===== src/rtl/cmd_intake_pkg.sv =====
package cmd_intake_pkg;

    typedef enum logic [1:0] {
        OP_READ     = 2'd0,
        OP_WRITE    = 2'd1,
        OP_RFL_WR   = 2'd2,
        OP_RFL_RD   = 2'd3
    } cmd_op_e;

    typedef enum logic [1:0] {
        K_READ   = 2'd0,
        K_WRITE  = 2'd1,
        K_RFL    = 2'd2
    } svc_kind_e;

    typedef enum logic [1:0] {
        ST_IDLE    = 2'd0,
        ST_READ    = 2'd1,
        ST_WRITE   = 2'd2,
        ST_REFLECT = 2'd3
    } svc_state_e;

endpackage


===== src/rtl/cmd_intake_decode.sv =====
module cmd_intake_decode
    import cmd_intake_pkg::*;
#(
    parameter int unsigned TGT_W   = 2,
    parameter int unsigned UNIT_ID = 1,
    parameter int unsigned ADDR_W  = 12,
    parameter int unsigned LEN_W   = 4,
    parameter int unsigned TAG_W   = 5
) (
    input  logic              clk,
    input  logic              rst_n,
    input  logic              cmd_valid,
    input  logic [TGT_W-1:0]  cmd_target,
    input  logic [1:0]        cmd_op,
    input  logic [ADDR_W-1:0] cmd_addr,
    input  logic [LEN_W-1:0]  cmd_len,
    input  logic [TAG_W-1:0]  cmd_tag,
    input  logic              fifo_full,
    output logic              accept,
    output svc_kind_e         ent_kind,
    output logic              ent_rfl_rd,
    output logic              pull_req,
    output logic [LEN_W-1:0]  pull_len,
    output logic [TAG_W-1:0]  pull_tag
);
    localparam logic [TGT_W-1:0] MY_TGT = TGT_W'(UNIT_ID);

    logic hit;
    logic needs_pull;

    always_comb begin
        hit        = cmd_valid && (cmd_target == MY_TGT);
        accept     = hit && !fifo_full;
        needs_pull = 1'b0;
        ent_rfl_rd = 1'b0;
        ent_kind   = K_READ;
        unique case (cmd_op_e'(cmd_op))
            OP_READ:   ent_kind = K_READ;
            OP_WRITE:  begin ent_kind = K_WRITE; needs_pull = 1'b1; end
            OP_RFL_WR: begin ent_kind = K_RFL;   needs_pull = 1'b1; end
            OP_RFL_RD: begin ent_kind = K_RFL;   ent_rfl_rd = 1'b1; end
            default:   ent_kind = K_READ;
        endcase
        pull_req = accept && needs_pull;
        pull_len = cmd_len;
        pull_tag = cmd_tag;
    end

    // a pull request only ever accompanies a command for this unit
    p_pull_own_target_r2: assert property (@(posedge clk) disable iff (!rst_n)
        pull_req |-> (cmd_valid && cmd_target == MY_TGT))
        else $error("pull request for foreign target");

    // nothing is taken while the FIFO is full
    p_no_take_when_full_r3: assert property (@(posedge clk) disable iff (!rst_n)
        fifo_full |-> !pull_req)
        else $error("pull raised while full");

    logic unused_addr;
    assign unused_addr = ^cmd_addr;
endmodule


===== src/rtl/cmd_intake_fifo.sv =====
module cmd_intake_fifo #(
    parameter int unsigned WIDTH = 8,
    parameter int unsigned DEPTH = 8
) (
    input  logic             clk,
    input  logic             rst_n,
    input  logic             push,
    input  logic [WIDTH-1:0] wdata,
    input  logic             pop,
    output logic [WIDTH-1:0] rdata,
    output logic             full,
    output logic             empty
);
    localparam int unsigned PTR_W = (DEPTH > 1) ? $clog2(DEPTH) : 1;
    localparam int unsigned CNT_W = $clog2(DEPTH + 1);
    localparam logic [CNT_W-1:0] CNT_MAX = CNT_W'(DEPTH);
    localparam logic [PTR_W-1:0] PTR_LAST = PTR_W'(DEPTH - 1);

    logic [WIDTH-1:0] mem [DEPTH];
    logic [PTR_W-1:0] wr_ptr, rd_ptr;
    logic [CNT_W-1:0] count;

    assign full  = (count == CNT_MAX);
    assign empty = (count == '0);
    assign rdata = mem[rd_ptr];

    always_ff @(posedge clk) begin
        if (!rst_n) begin
            wr_ptr <= '0;
            rd_ptr <= '0;
            count  <= '0;
        end else begin
            if (push) begin
                mem[wr_ptr] <= wdata;
                wr_ptr      <= (wr_ptr == PTR_LAST) ? '0 : wr_ptr + 1'b1;
            end
            if (pop) begin
                rd_ptr <= (rd_ptr == PTR_LAST) ? '0 : rd_ptr + 1'b1;
            end
            unique case ({push, pop})
                2'b10:   count <= count + 1'b1;
                2'b01:   count <= count - 1'b1;
                default: count <= count;
            endcase
        end
    end

    // never written while full
    p_no_overflow_r3: assert property (@(posedge clk) disable iff (!rst_n)
        push |-> !full)
        else $error("fifo overflow");

    // never read while empty
    p_no_underflow_r4: assert property (@(posedge clk) disable iff (!rst_n)
        pop |-> !empty)
        else $error("fifo underflow");

    // occupancy changes only through push or pop
    p_count_hold_r3: assert property (@(posedge clk) disable iff (!rst_n)
        (!push && !pop) |=> $stable(count))
        else $error("fifo count drifted");
endmodule


===== src/rtl/cmd_intake_svc.sv =====
module cmd_intake_svc
    import cmd_intake_pkg::*;
#(
    parameter int unsigned ADDR_W = 12,
    parameter int unsigned LEN_W  = 4,
    parameter int unsigned TAG_W  = 5
) (
    input  logic              clk,
    input  logic              rst_n,
    input  logic              fifo_empty,
    input  svc_kind_e         in_kind,
    input  logic              in_rfl_rd,
    input  logic [ADDR_W-1:0] in_addr,
    input  logic [LEN_W-1:0]  in_len,
    input  logic [TAG_W-1:0]  in_tag,
    output logic              pop,
    input  logic              pull_dv,
    input  logic              push_gnt,
    output logic              push_req,
    output logic [LEN_W-1:0]  push_len,
    output logic [TAG_W-1:0]  push_tag,
    output svc_state_e        state,
    output logic              done,
    output logic [TAG_W-1:0]  cur_tag,
    output logic [ADDR_W-1:0] cur_addr
);
    svc_state_e       nxt;
    logic             cur_rfl_rd;
    logic [LEN_W-1:0] cur_len;

    // next-state process
    always_comb begin
        nxt  = state;
        pop  = 1'b0;
        done = 1'b0;
        unique case (state)
            ST_IDLE: begin
                if (!fifo_empty) begin
                    pop = 1'b1;
                    unique case (in_kind)
                        K_READ:  nxt = ST_READ;
                        K_WRITE: nxt = ST_WRITE;
                        K_RFL:   nxt = ST_REFLECT;
                        default: nxt = ST_READ;
                    endcase
                end
            end
            ST_READ: begin
                done = push_gnt;
            end
            ST_WRITE: begin
                done = pull_dv;
            end
            ST_REFLECT: begin
                done = cur_rfl_rd ? push_gnt : pull_dv;
            end
            default: nxt = ST_IDLE;
        endcase
        if (done) nxt = ST_IDLE;
    end

    // state register process
    always_ff @(posedge clk) begin
        if (!rst_n) begin
            state      <= ST_IDLE;
            cur_rfl_rd <= 1'b0;
            cur_len    <= '0;
            cur_tag    <= '0;
            cur_addr   <= '0;
        end else begin
            state <= nxt;
            if (pop) begin
                cur_rfl_rd <= in_rfl_rd;
                cur_len    <= in_len;
                cur_tag    <= in_tag;
                cur_addr   <= in_addr;
            end
        end
    end

    // output process
    always_comb begin
        push_req = (state == ST_READ) || (state == ST_REFLECT && cur_rfl_rd);
        push_len = cur_len;
        push_tag = cur_tag;
    end

    // read waits for its grant
    p_read_hold_r8: assert property (@(posedge clk) disable iff (!rst_n)
        (state == ST_READ && !push_gnt) |=> (state == ST_READ))
        else $error("READ left without grant");

    // write waits for its data
    p_write_hold_r7: assert property (@(posedge clk) disable iff (!rst_n)
        (state == ST_WRITE && !pull_dv) |=> (state == ST_WRITE))
        else $error("WRITE left without data");

    // a completion returns to IDLE
    p_done_to_idle_r10: assert property (@(posedge clk) disable iff (!rst_n)
        done |=> (state == ST_IDLE))
        else $error("no return to IDLE after completion");

    // a new command is only taken from IDLE
    p_pop_from_idle_r6: assert property (@(posedge clk) disable iff (!rst_n)
        pop |=> (state != ST_IDLE))
        else $error("pop without entering a service state");
endmodule


===== src/rtl/cmd_intake_top.sv =====
module cmd_intake_top
    import cmd_intake_pkg::*;
#(
    parameter int unsigned TGT_W      = 2,
    parameter int unsigned UNIT_ID    = 1,
    parameter int unsigned ADDR_W     = 12,
    parameter int unsigned LEN_W      = 4,
    parameter int unsigned TAG_W      = 5,
    parameter int unsigned FIFO_DEPTH = 8
) (
    input  logic              clk,
    input  logic              rst_n,
    input  logic              cmd_valid,
    output logic              cmd_ready,
    input  logic [TGT_W-1:0]  cmd_target,
    input  logic [1:0]        cmd_op,
    input  logic [ADDR_W-1:0] cmd_addr,
    input  logic [LEN_W-1:0]  cmd_len,
    input  logic [TAG_W-1:0]  cmd_tag,
    output logic              pull_req,
    output logic [LEN_W-1:0]  pull_len,
    output logic [TAG_W-1:0]  pull_tag,
    input  logic              pull_dv,
    output logic              push_req,
    output logic [LEN_W-1:0]  push_len,
    output logic [TAG_W-1:0]  push_tag,
    input  logic              push_gnt,
    output logic [1:0]        svc_state,
    output logic              svc_done,
    output logic [TAG_W-1:0]  svc_tag,
    output logic [ADDR_W-1:0] svc_addr
);
    localparam int unsigned ENT_W = 2 + 1 + ADDR_W + LEN_W + TAG_W;

    logic              accept, fifo_full, fifo_empty, pop;
    svc_kind_e         d_kind, q_kind;
    logic              d_rfl_rd, q_rfl_rd;
    logic [ENT_W-1:0]  wdata, rdata;
    logic [ADDR_W-1:0] q_addr;
    logic [LEN_W-1:0]  q_len;
    logic [TAG_W-1:0]  q_tag;
    svc_state_e        st;

    cmd_intake_decode #(
        .TGT_W(TGT_W), .UNIT_ID(UNIT_ID), .ADDR_W(ADDR_W),
        .LEN_W(LEN_W), .TAG_W(TAG_W)
    ) u_dec (
        .clk(clk), .rst_n(rst_n),
        .cmd_valid(cmd_valid), .cmd_target(cmd_target), .cmd_op(cmd_op),
        .cmd_addr(cmd_addr), .cmd_len(cmd_len), .cmd_tag(cmd_tag),
        .fifo_full(fifo_full), .accept(accept),
        .ent_kind(d_kind), .ent_rfl_rd(d_rfl_rd),
        .pull_req(pull_req), .pull_len(pull_len), .pull_tag(pull_tag)
    );

    assign wdata = {d_kind, d_rfl_rd, cmd_addr, cmd_len, cmd_tag};

    cmd_intake_fifo #(.WIDTH(ENT_W), .DEPTH(FIFO_DEPTH)) u_fifo (
        .clk(clk), .rst_n(rst_n),
        .push(accept), .wdata(wdata), .pop(pop), .rdata(rdata),
        .full(fifo_full), .empty(fifo_empty)
    );

    assign q_kind   = svc_kind_e'(rdata[ENT_W-1 -: 2]);
    assign q_rfl_rd = rdata[ENT_W-3];
    assign q_addr   = rdata[LEN_W+TAG_W +: ADDR_W];
    assign q_len    = rdata[TAG_W +: LEN_W];
    assign q_tag    = rdata[0 +: TAG_W];

    cmd_intake_svc #(.ADDR_W(ADDR_W), .LEN_W(LEN_W), .TAG_W(TAG_W)) u_svc (
        .clk(clk), .rst_n(rst_n),
        .fifo_empty(fifo_empty), .in_kind(q_kind), .in_rfl_rd(q_rfl_rd),
        .in_addr(q_addr), .in_len(q_len), .in_tag(q_tag), .pop(pop),
        .pull_dv(pull_dv), .push_gnt(push_gnt),
        .push_req(push_req), .push_len(push_len), .push_tag(push_tag),
        .state(st), .done(svc_done), .cur_tag(svc_tag), .cur_addr(svc_addr)
    );

    assign cmd_ready = !fifo_full;
    assign svc_state = st;

    // acceptance requires a valid command and free space
    p_accept_legal_r1: assert property (@(posedge clk) disable iff (!rst_n)
        accept |-> (cmd_valid && cmd_ready))
        else $error("illegal acceptance");

    // first cycle after reset is idle and quiet
    p_reset_quiet_r9: assert property (@(posedge clk)
        !rst_n |=> (svc_state == 2'd0 && !push_req && cmd_ready))
        else $error("not quiet after reset");
endmodule


===== config.mk =====
export PLATFORM = sky130hd
export DESIGN_NAME = cmd_intake_top
export DESIGN_NICKNAME = d
export VERILOG_FILES = /design/src/rtl/cmd_intake_pkg.sv /design/src/rtl/cmd_intake_decode.sv /design/src/rtl/cmd_intake_fifo.sv /design/src/rtl/cmd_intake_svc.sv /design/src/rtl/cmd_intake_top.sv
export SDC_FILE = /design/constraint.sdc
export NUM_CORES = 1
export LEC_CHECK = 0
export ABC_CLOCK_PERIOD_IN_PS = 10390
export CORE_MARGIN = 2
export CORE_UTILIZATION = 61
export DETAILED_ROUTE_END_ITERATION = 7
export GPL_TIMING_DRIVEN = 0
export PLACE_DENSITY = 0.87
export SLEW_MARGIN = 10
export SYNTH_ARGS = -nofsm -noshare
export SYNTH_HDL_FRONTEND = slang
export SYNTH_HIERARCHICAL = 1
export SYNTH_SLANG_ARGS = --single-unit

===== constraint.sdc =====
create_clock -name clk -period 10.39 [get_ports clk]
set_input_delay 1.5585 -clock clk [delete_from_list [all_inputs] [get_ports clk]]
set_output_delay 1.5585 -clock clk [all_outputs]
set_load 0.03 [all_outputs]

## After elaboration in Yosys (flattened, before gate mapping)

Memories as Yosys holds them, arrays and structs flattened. A register that Yosys moved wholly into a read port is not among the register bits.
Cells that the tools add are included.
Widths: inputs -> output; s select.

- Register bits after elaboration: 34
- Memory bits (writable): 192
- Input bits: 30
- Output and inout bits: 41
- Logic and storage cells: 59
- Memories: 1

Memory list:

| memory | words | bits a word | read ports | clocked after memory_dff | wr ports | RTL line | source |
|---|---|---|---|---|---|---|---|
| u_fifo.mem | 8 | 24 | 1 | 1 | 1 | cmd_intake_fifo.sv:19 | `logic [WIDTH-1:0] mem [DEPTH];` |

- Add/sub/neg operators: 4
- Equality and inequality tests: 14
- Muxes and demuxes: 16
- Bitwise gates (word level): 2
- Reduce and logical (&&, ||, !) cells: 14

Operators by type and width:

| operator | count |
|---|---|
| $eq 2x2->1 const B | 6 |
| $mux 3 | 4 |
| $eq 2x1->1 const B | 5 |
| $mux 1 | 8 |
| $pmux 4 s2 | 1 |
| $add 3x1->3 const B | 2 |
| $eq 3x3->1 const B | 2 |
| $pmux 2 s3 | 1 |
| $reduce_or 2->1 | 3 |
| $add 4x1->4 const B | 1 |
| $eq 4x4->1 const B | 1 |
| $logic_and 1x1->1 | 4 |
| $logic_not 2->1 | 2 |
| $logic_not 4->1 | 1 |
| $pmux 2 s2 | 1 |
| $sub 4x1->4 const B | 1 |
| $pmux 1 s3 | 1 |
| $not 1->1 | 2 |
| $reduce_and 2->1 | 1 |
| $reduce_bool 2->1 | 1 |
| $logic_not 1->1 | 1 |
| $logic_or 1x1->1 | 1 |

## Depth between registers and ports, before layout

Gate-level depths: netlist of run 1.

- Depth after elaboration: 6
- Mapped depth: 13
- Mapped depth without buffers: 10

## Modules after synthesis

The synthesis of run 1 kept the hierarchy.

By module, submodules not included:

| module | instances | cells an instance | area each (um2) |
|---|---|---|---|
| cmd_intake_fifo | 1 | 352 | 7947.6 |
| cmd_intake_svc | 1 | 120 | 1089.8 |
| cmd_intake_decode | 1 | 17 | 140.1 |
| cmd_intake_top | 1 | 1 | 3.8 |

## Worst setup path after synthesis of run 1

No wires, ideal clock.

- Path type: input -> register
- Start point: in cmd_target[1]
- End point: mem u_fifo/mem[3][0] (netlist bit), enable pin
- Library setup time: 0.435 ns
- Data arrival time: 3.760 ns
- Path slack: 6.195 ns
- Stages on the path: 3
- Cells stage by stage: and4bb_1 > nand2_1 > nor3_1

- Longest elaborated chain between the ends: 6

Ends and longest elaborated chain:

| item | RTL line | source |
|---|---|---|
| start, declared | cmd_intake_top.sv:15 | `input logic [TGT_W-1:0] cmd_target,` |
| $eq 2x1->1 | cmd_intake_decode.sv:32 | `hit = cmd_valid && (cmd_target == MY_TGT);` |
| $logic_and 1x1->1 | cmd_intake_decode.sv:32 |  |
| $logic_and 1x1->1 | cmd_intake_decode.sv:33 | `accept = hit && !fifo_full;` |
| $mux 1 | cmd_intake_fifo.sv:33 | `if (push) begin` |
| $mux 1 | cmd_intake_fifo.sv:28 | `if (!rst_n) begin` |
| $mux 1 (not written as such) | cmd_intake_fifo.sv:34 | `mem[wr_ptr] <= wdata;` |
| end, declared | cmd_intake_fifo.sv:19 |  |

No other way between the ends.

## Worst setup path after layout of run 1

- Start point: in cmd_op[0]
- End point: out pull_req

- Longest elaborated chain between the ends: 4

Ends and longest elaborated chain:

| item | RTL line | source |
|---|---|---|
| start, declared | cmd_intake_top.sv:16 | `input logic [1:0] cmd_op,` |
| $eq 2x1->1 or $eq 2x2->1 (tied branches) | cmd_intake_decode.sv:37 | `unique case (cmd_op_e'(cmd_op))` |
| $reduce_or 2->1 (no line) * | - |  |
| $mux 1 * | cmd_intake_decode.sv:37 |  |
| $logic_and 1x1->1 * | cmd_intake_decode.sv:44 | `pull_req = accept && needs_pull;` |
| end, declared | cmd_intake_top.sv:20 | `output logic pull_req,` |

Mark *: on every way between the ends. The rest lies on a longest branch, timed or not.

==> results of run 1 <==
worst max-delay path: stages:
cell	delay, ns
clkdlybuf4s50_1	0.54
inv_1	0.06
ha_1	0.38
nor2b_2	0.14
clkdlybuf4s50_1	0.67
layout by cell type (no fill, tap or decap), types with 5 or more instances in the layout:
master,count
mux2_2,13
dfxtp_1,37
buf_2,8
edfxtp_1,192
nor2_4,6
clkbuf_1,16
nand2_2,19
nand2_1,32
a21oi_1,6
mux2_4,12
and2_1,6
ha_1,11
mux4_2,48
a21oi_2,19
clkdlybuf4s50_1,70
inv_1,9
mux2i_1,5
buf_6,8
nor2b_1,5
clkbuf_16,23
buf_4,14
final timing paths:
| path | start | endpoint | cells past startpoint |
|---|---|---|---|
| setup reg to reg | u_fifo/count[1] | u_fifo/count[3] | 11 |
| hold reg to reg | u_svc/cur_addr[1] | u_svc/cur_addr[1] | 2 |
| setup / recovery | cmd_op[0] | pull_req | 5 |
| hold / removal | u_svc/cur_addr[1] | u_svc/cur_addr[1] | 2 |
metrics by stage:
step | instance area (um2) | cells | setup WS (ns) | hold slack, ns | utilization (%)
2_1_floorplan | 9180 | 490 | 6.19 | 0.451 | -
3_3_place_gp | 10100 | 744 | 4.23 | 0.444 | 69.1
3_5_place_dp | 10300 | 754 | 5.48 | 0.455 | 70.6
4_1_cts | 11100 | 794 | 5.47 | 0.464 | 75.6
5_1_grt | 11100 | 794 | 5.43 | 0.471 | 75.6
6_report | 11100 | 794 | 5.46 | 0.462 | 75.6
power by group:
group	switching (W)	leakage (nW)	total [W]	internal [W]
combinational	0.000433	1.25	0.000809	0.000376
sequential	0.0000400	2.03	0.00109	0.00105
clock	0.000324	0.343	0.000796	0.000473
flip-flops by register name, summed over array words and instances, names as in the netlist, named ones only:
signal,flops
u_fifo/count,4
u_fifo/wr_ptr,3
u_svc/cur_rfl_rd,1
u_svc/push_len,4
u_fifo/mem,192
u_fifo/rd_ptr,3
u_svc/state,2
u_svc/cur_tag,5
u_svc/cur_addr,12
area by class of cell:
type	count	area share, %
inverter	10	0.384
timing repair buffer	80	7.93
tap	184	2.08
buffer	37	2.54
clock inverter	7	0.825
clock buffer	33	5.72
multi-input combinational	214	21.7
sequential	229	58.8
metal layers:
| metal | global-route usage [%] | vias up | share of wire, % |
|---|---|---|---|
| met2 | 43.7 | 217 | 52 |
| met3 | 3.80 | 36 | 6.1 |
| met4 | 8.40 | 0 | 2.8 |
| met1 | 34.3 | 2498 | 39 |
| li1 | - | 2107 | - |
| met5 | 0 | - | 0 |
kinds of logic after synthesis:
group / synth area share (%)
and+or+nand+nor: 5.07
buffers and inverters: 3.53
AOI/OAI and AO/OA: 2.88
muxes: 15.9
xor gates and xnor gates: 0.286
adders and majority gates: 1.50
DFF: 70.9
==> summary.txt, run 1 <==
Fillers: 763
Max transition margin: 35.6%
Setup Skew: 0.00872 ns
CP required: 8.83 ns
Rows: 44
Seq/Total Area, Yosys: 70.9%
pin count of the biggest net entering global routing: 25
first-pass GRT wire length: 30.1 mm
Starting Density: 62.7%
vias post-DR: 4858
CTS H-Tree Depth: 1
area added between synthesis and finish: 20.6%
# Post-CTS Setup Buffers: 0
Routed wire per std cell: 24.7 um
area of the multi-input gates: 2410 um2
Synth cell types: 45
max-slew violation count: 0
#FFs+latches synth: 229
maximum vdd drop: 0.186 mV
register area: 6510 um2
clock-pin slew on the worst setup and hold paths: 0.06 ns
crit share post-route: 47.4%
CTS max path bufs: 3
die height: 127 um
Mapped Avg Cell Area: 18.7 um2
maxcap violations: 0
layout cells sized above 1: 31.3%
CP arrival: 3.37 ns
TNS Setup: 0 ns
Post-synth EDFFs: 192
crit path time final: 4.93 ns
synth warn: 6
Min-Delay Path Class: reg2reg
Final #Nets: 636
ys flop type: edfxtp_1
grt ovf: 0
Setup CP Type: in2out
Lkg Pwr: 3.62 nW
synthesized area: 9180 um2
CTS Hold Buffers Added: 0
most frequent cell after synthesis: edfxtp_1
IO Count: 71
Residual DRC: 0
FFs w/ async S/R, synth: 0%
fmax: 203 MHz
measured slew at the worst slew-check pin: 0.965 ns
vias in the first global route: 5049
initial antenna violation count: 0
Power Density: 244 nW/um2
CTS Buf Count: 23
Initial DRC Count: 488
top cells by count, synth: edfxtp_1 (192), mux4_2 (48), dfxtp_1 (37)
Worst setup EP type: output pin
CTS tree: yes
HPWL Detailed: 11.8 mm
Pre-antenna DRT Iters: 5
Die Area: 16000 um2
CTS Sinks: 229
ant diodes: 0
# setup viols final: 0
antenna viol nets, final: 0
Synth top area share: 62.8%
overall power consumption: 0.00270 W
input/output buffers: 70
cell taking the most area after synthesis: edfxtp_1
Syn Inst Count: 490
RSZ-0062 raised after global routing: false
Die Wd: 127 um
PostCTS Resize Cnt: 0
syn nets: 531
Core Footprint: 14600 um2
clk_lat worst skew: 0.50 ns
total global-route track usage: 25.5%
status: finished clean
worst-path fanout max: 3
final hold viol count: 0
synth top area cells: edfxtp_1 (63%), mux4_2 (12%), dfxtp_1 (8.1%)
worst reg2reg setup slack: 7.63 ns
CP startpoint kind: input port
Vias/cell: 6.12
GPL Wtd Cong: 0.716
WL final: 19.6 mm
Clock Tree Root: clkbuf_16
No activity file was read; power rests on OpenSTA's default activity.
==> run 2, diff against run 1 <==
Settings changed: ABC_CLOCK_PERIOD_IN_PS 10390 to 4300, CORE_UTILIZATION 61 to 52, PLACE_DENSITY 0.87 to 0.79.
Clock period 10.39 ns to 4.3 ns, I/O delays scaled along.
==> run 2 against run 1 <==
Highest routed layer is now met5. Utilization decreased by 11 points. Largest cell class unchanged. Clock power increased to 2.6 times the previous value. Clock-buffer cell count unchanged. First-iteration DRC count decreased by 16%. Combinational power increased by 140%. Sequential cell count unchanged. Global-route usage decreased by 4.5 points. Setup slack got worse by 4.3 ns. Hold slack improved by 0.0019 ns. Power increased by 150%.
==> summary.txt, run 2 (synthesis results as in run 1) <==
GR Util met3: 3.44% (was 3.80%)
crit path time final: 3.19 ns
layout cells sized above 1: 32.1% (was 31.3%)
Power Density: 595 nW/um2 (was 244 nW/um2)
vias post-DR: 4744 (was 4858)
HPWL Detailed: 11.9 mm (was 11.8 mm)
CTS max path bufs: 3 (unchanged)
clk_lat worst skew: 0.51 ns (was 0.50 ns)
commonest non-fill, non-tap cell in the layout: edfxtp_1 (unchanged)
final setup margin: 1.11 ns (was 5.46 ns)
Initial DRC Count: 410 (was 488)
crit share post-route: 74.1%
vias in the first global route: 5093 (was 5049)
Setup Skew: 0.0149 ns (was 0.00872 ns)
IO Count: 71 (unchanged)
die height: 137 um (was 127 um)
Lkg Pwr: 3.69 nW (was 3.62 nW)
PostCTS Resize Cnt: 0 (unchanged)
# setup viols final: 0 (unchanged)
status: finished clean (unchanged)
CP required: 3.65 ns (was 8.83 ns)
Post-Place Worst Slack: 1.05 ns (was 5.48 ns)
grt ovf: 0 (unchanged)
max FFs per register: 192 (unchanged)
Die Wd: 137 um (was 127 um)
Top reg by flops: u_fifo/mem (unchanged)
Most Crowded Layer GR: met2 (unchanged)
maxcap violations: 0 (unchanged)
met2 Usage GRT: 35.5% (was 43.7%)
clock-pin slew on the worst setup and hold paths: 0.06 ns (about the same)
max-slew violation count: 0 (unchanged)
final hold viol count: 0 (unchanged)
CTS Buf Count: 24 (was 23)
fmax: 314 MHz
RSZ-0062 raised after global routing: false (unchanged)
Largest regs: u_fifo/mem (192), u_svc/cur_addr (12), u_svc/cur_tag (5) (unchanged)
Core Footprint: 17300 um2 (was 14600 um2)
Min-Delay Path Class: reg2reg (unchanged)
Residual DRC: 0 (unchanged)
Rows: 48 (was 44)
Final #Nets: 638 (was 636)
first-pass GRT wire length: 28.8 mm (was 30.1 mm)
Clock Tree Root: clkbuf_16 (unchanged)
ant diodes: 0 (unchanged)
CTS Sinks: 229 (unchanged)
antenna viol nets, final: 0 (unchanged)
CP startpoint kind: flip-flop (was input port)
CTS Hold Buffers Added: 0 (unchanged)
input/output buffers: 70 (unchanged)
Vias/cell: 5.65 (was 6.12)
Worst setup EP type: output pin (unchanged)
WL final: 18.9 mm (was 19.6 mm)
total global-route track usage: 21.0% (was 25.5%)
Routed wire per std cell: 22.6 um (was 24.7 um)
Max transition margin: 30.1% (was 35.6%)
Pre-antenna DRT Iters: 4 (was 5)
grt met1 use: 27.6% (was 34.3%)
most frequent cells in the layout: edfxtp_1 (192), clkdlybuf4s50_1 (70), mux4_2 (48) (unchanged)
# Post-CTS Setup Buffers: 0 (unchanged)
pin count of the biggest net entering global routing: 17 (was 25)
CTS tree: yes (unchanged)
Setup CP Type: reg2out (was in2out)
initial antenna violation count: 0 (unchanged)
overall power consumption: 0.00668 W (was 0.00270 W)
GPL Wtd Cong: 0.721 (was 0.716)
measured slew at the worst slew-check pin: 1.05 ns (was 0.965 ns)
area added between synthesis and finish: 22.3% (was 20.6%)
worst-path fanout max: 7 (was 3)
CP arrival: 2.54 ns (was 3.37 ns)
Die Area: 18700 um2 (was 16000 um2)
CTS H-Tree Depth: 1 (unchanged)
Starting Density: 53.1% (was 62.7%)
maximum vdd drop: 0.346 mV (was 0.186 mV)
run 2: cell count changes in the layout (fill, tap and decap cells not counted), sizes merged:
cell | before | now
clkinv | 3 | 7
clkinvlp | 2 | 0
buf | 39 | 40
bufinv | 2 | 3
run 2: path summary, 6_finish.rpt:
kind                      from           endpoint  slack [ns]  depth (start not counted)
max reg2reg    u_fifo/count[1]  u_fifo/mem[3][17]        1.36                          6
min          u_svc/cur_addr[1]  u_svc/cur_addr[1]        0.46                          2
max            u_fifo/count[1]           pull_req        1.11                          5
min reg2reg  u_svc/cur_addr[1]  u_svc/cur_addr[1]        0.46                          2
run 2: critical path, stage by stage, from the launching register on:
cell and delay [ns]:
dfxtp_1 0.31, clkbuf_1 0.26, nor4b_1 0.12, and4bb_1 0.47, nor2b_2 0.21, clkdlybuf4s50_1 0.67
run 2: power breakdown:
part / internal (W) / leakage [nW] / switching [W]
registers: 0.00254 / 2.03 / 0.0000954
clock network: 0.00128 / 0.395 / 0.000807
logic: 0.000911 / 1.26 / 0.00105
total: 0.00473 / 3.69 / 0.00195
run 2: routing by layer:
metal / wire, um / vias up / share of wire (%)
met5: 51 / - / 0.27
met3: 1280 / 31 / 6.8
met1: 7750 / 2430 / 41
met4: 382 / 2 / 2.0
li1: - / 2102 / -
met2: 9470 / 179 / 50
run 2: layout make-up:
cell class | count | area (um2)
well taps | 225 | 282
plain buffers | 37 | 282
clock buffers | 33 | 676
repair buffers | 81 | 907
fillers | 1124 | 6070
flip-flops and latches | 229 | 6510
inverters | 10 | 42.5
clock inverters | 10 | 126
multi-input cells | 214 | 2410
run 2: per-stage QoR:
| stage | util, % | instances | TNS, ns | hold slack [ns] | area [um2] |
|---|---|---|---|---|---|
| 2_1_floorplan | - | 490 | 0 | 0.451 | 9180 |
| 3_3_place_gp | 58.8 | 785 | -49.31 | 0.454 | 10200 |
| 3_5_place_dp | 60.3 | 796 | 0 | 0.460 | 10400 |
| 4_1_cts | 64.9 | 839 | 0 | 0.468 | 11200 |
| 5_1_grt | 64.9 | 839 | 0 | 0.478 | 11200 |
| 6_report | 64.9 | 839 | 0 | 0.464 | 11200 |
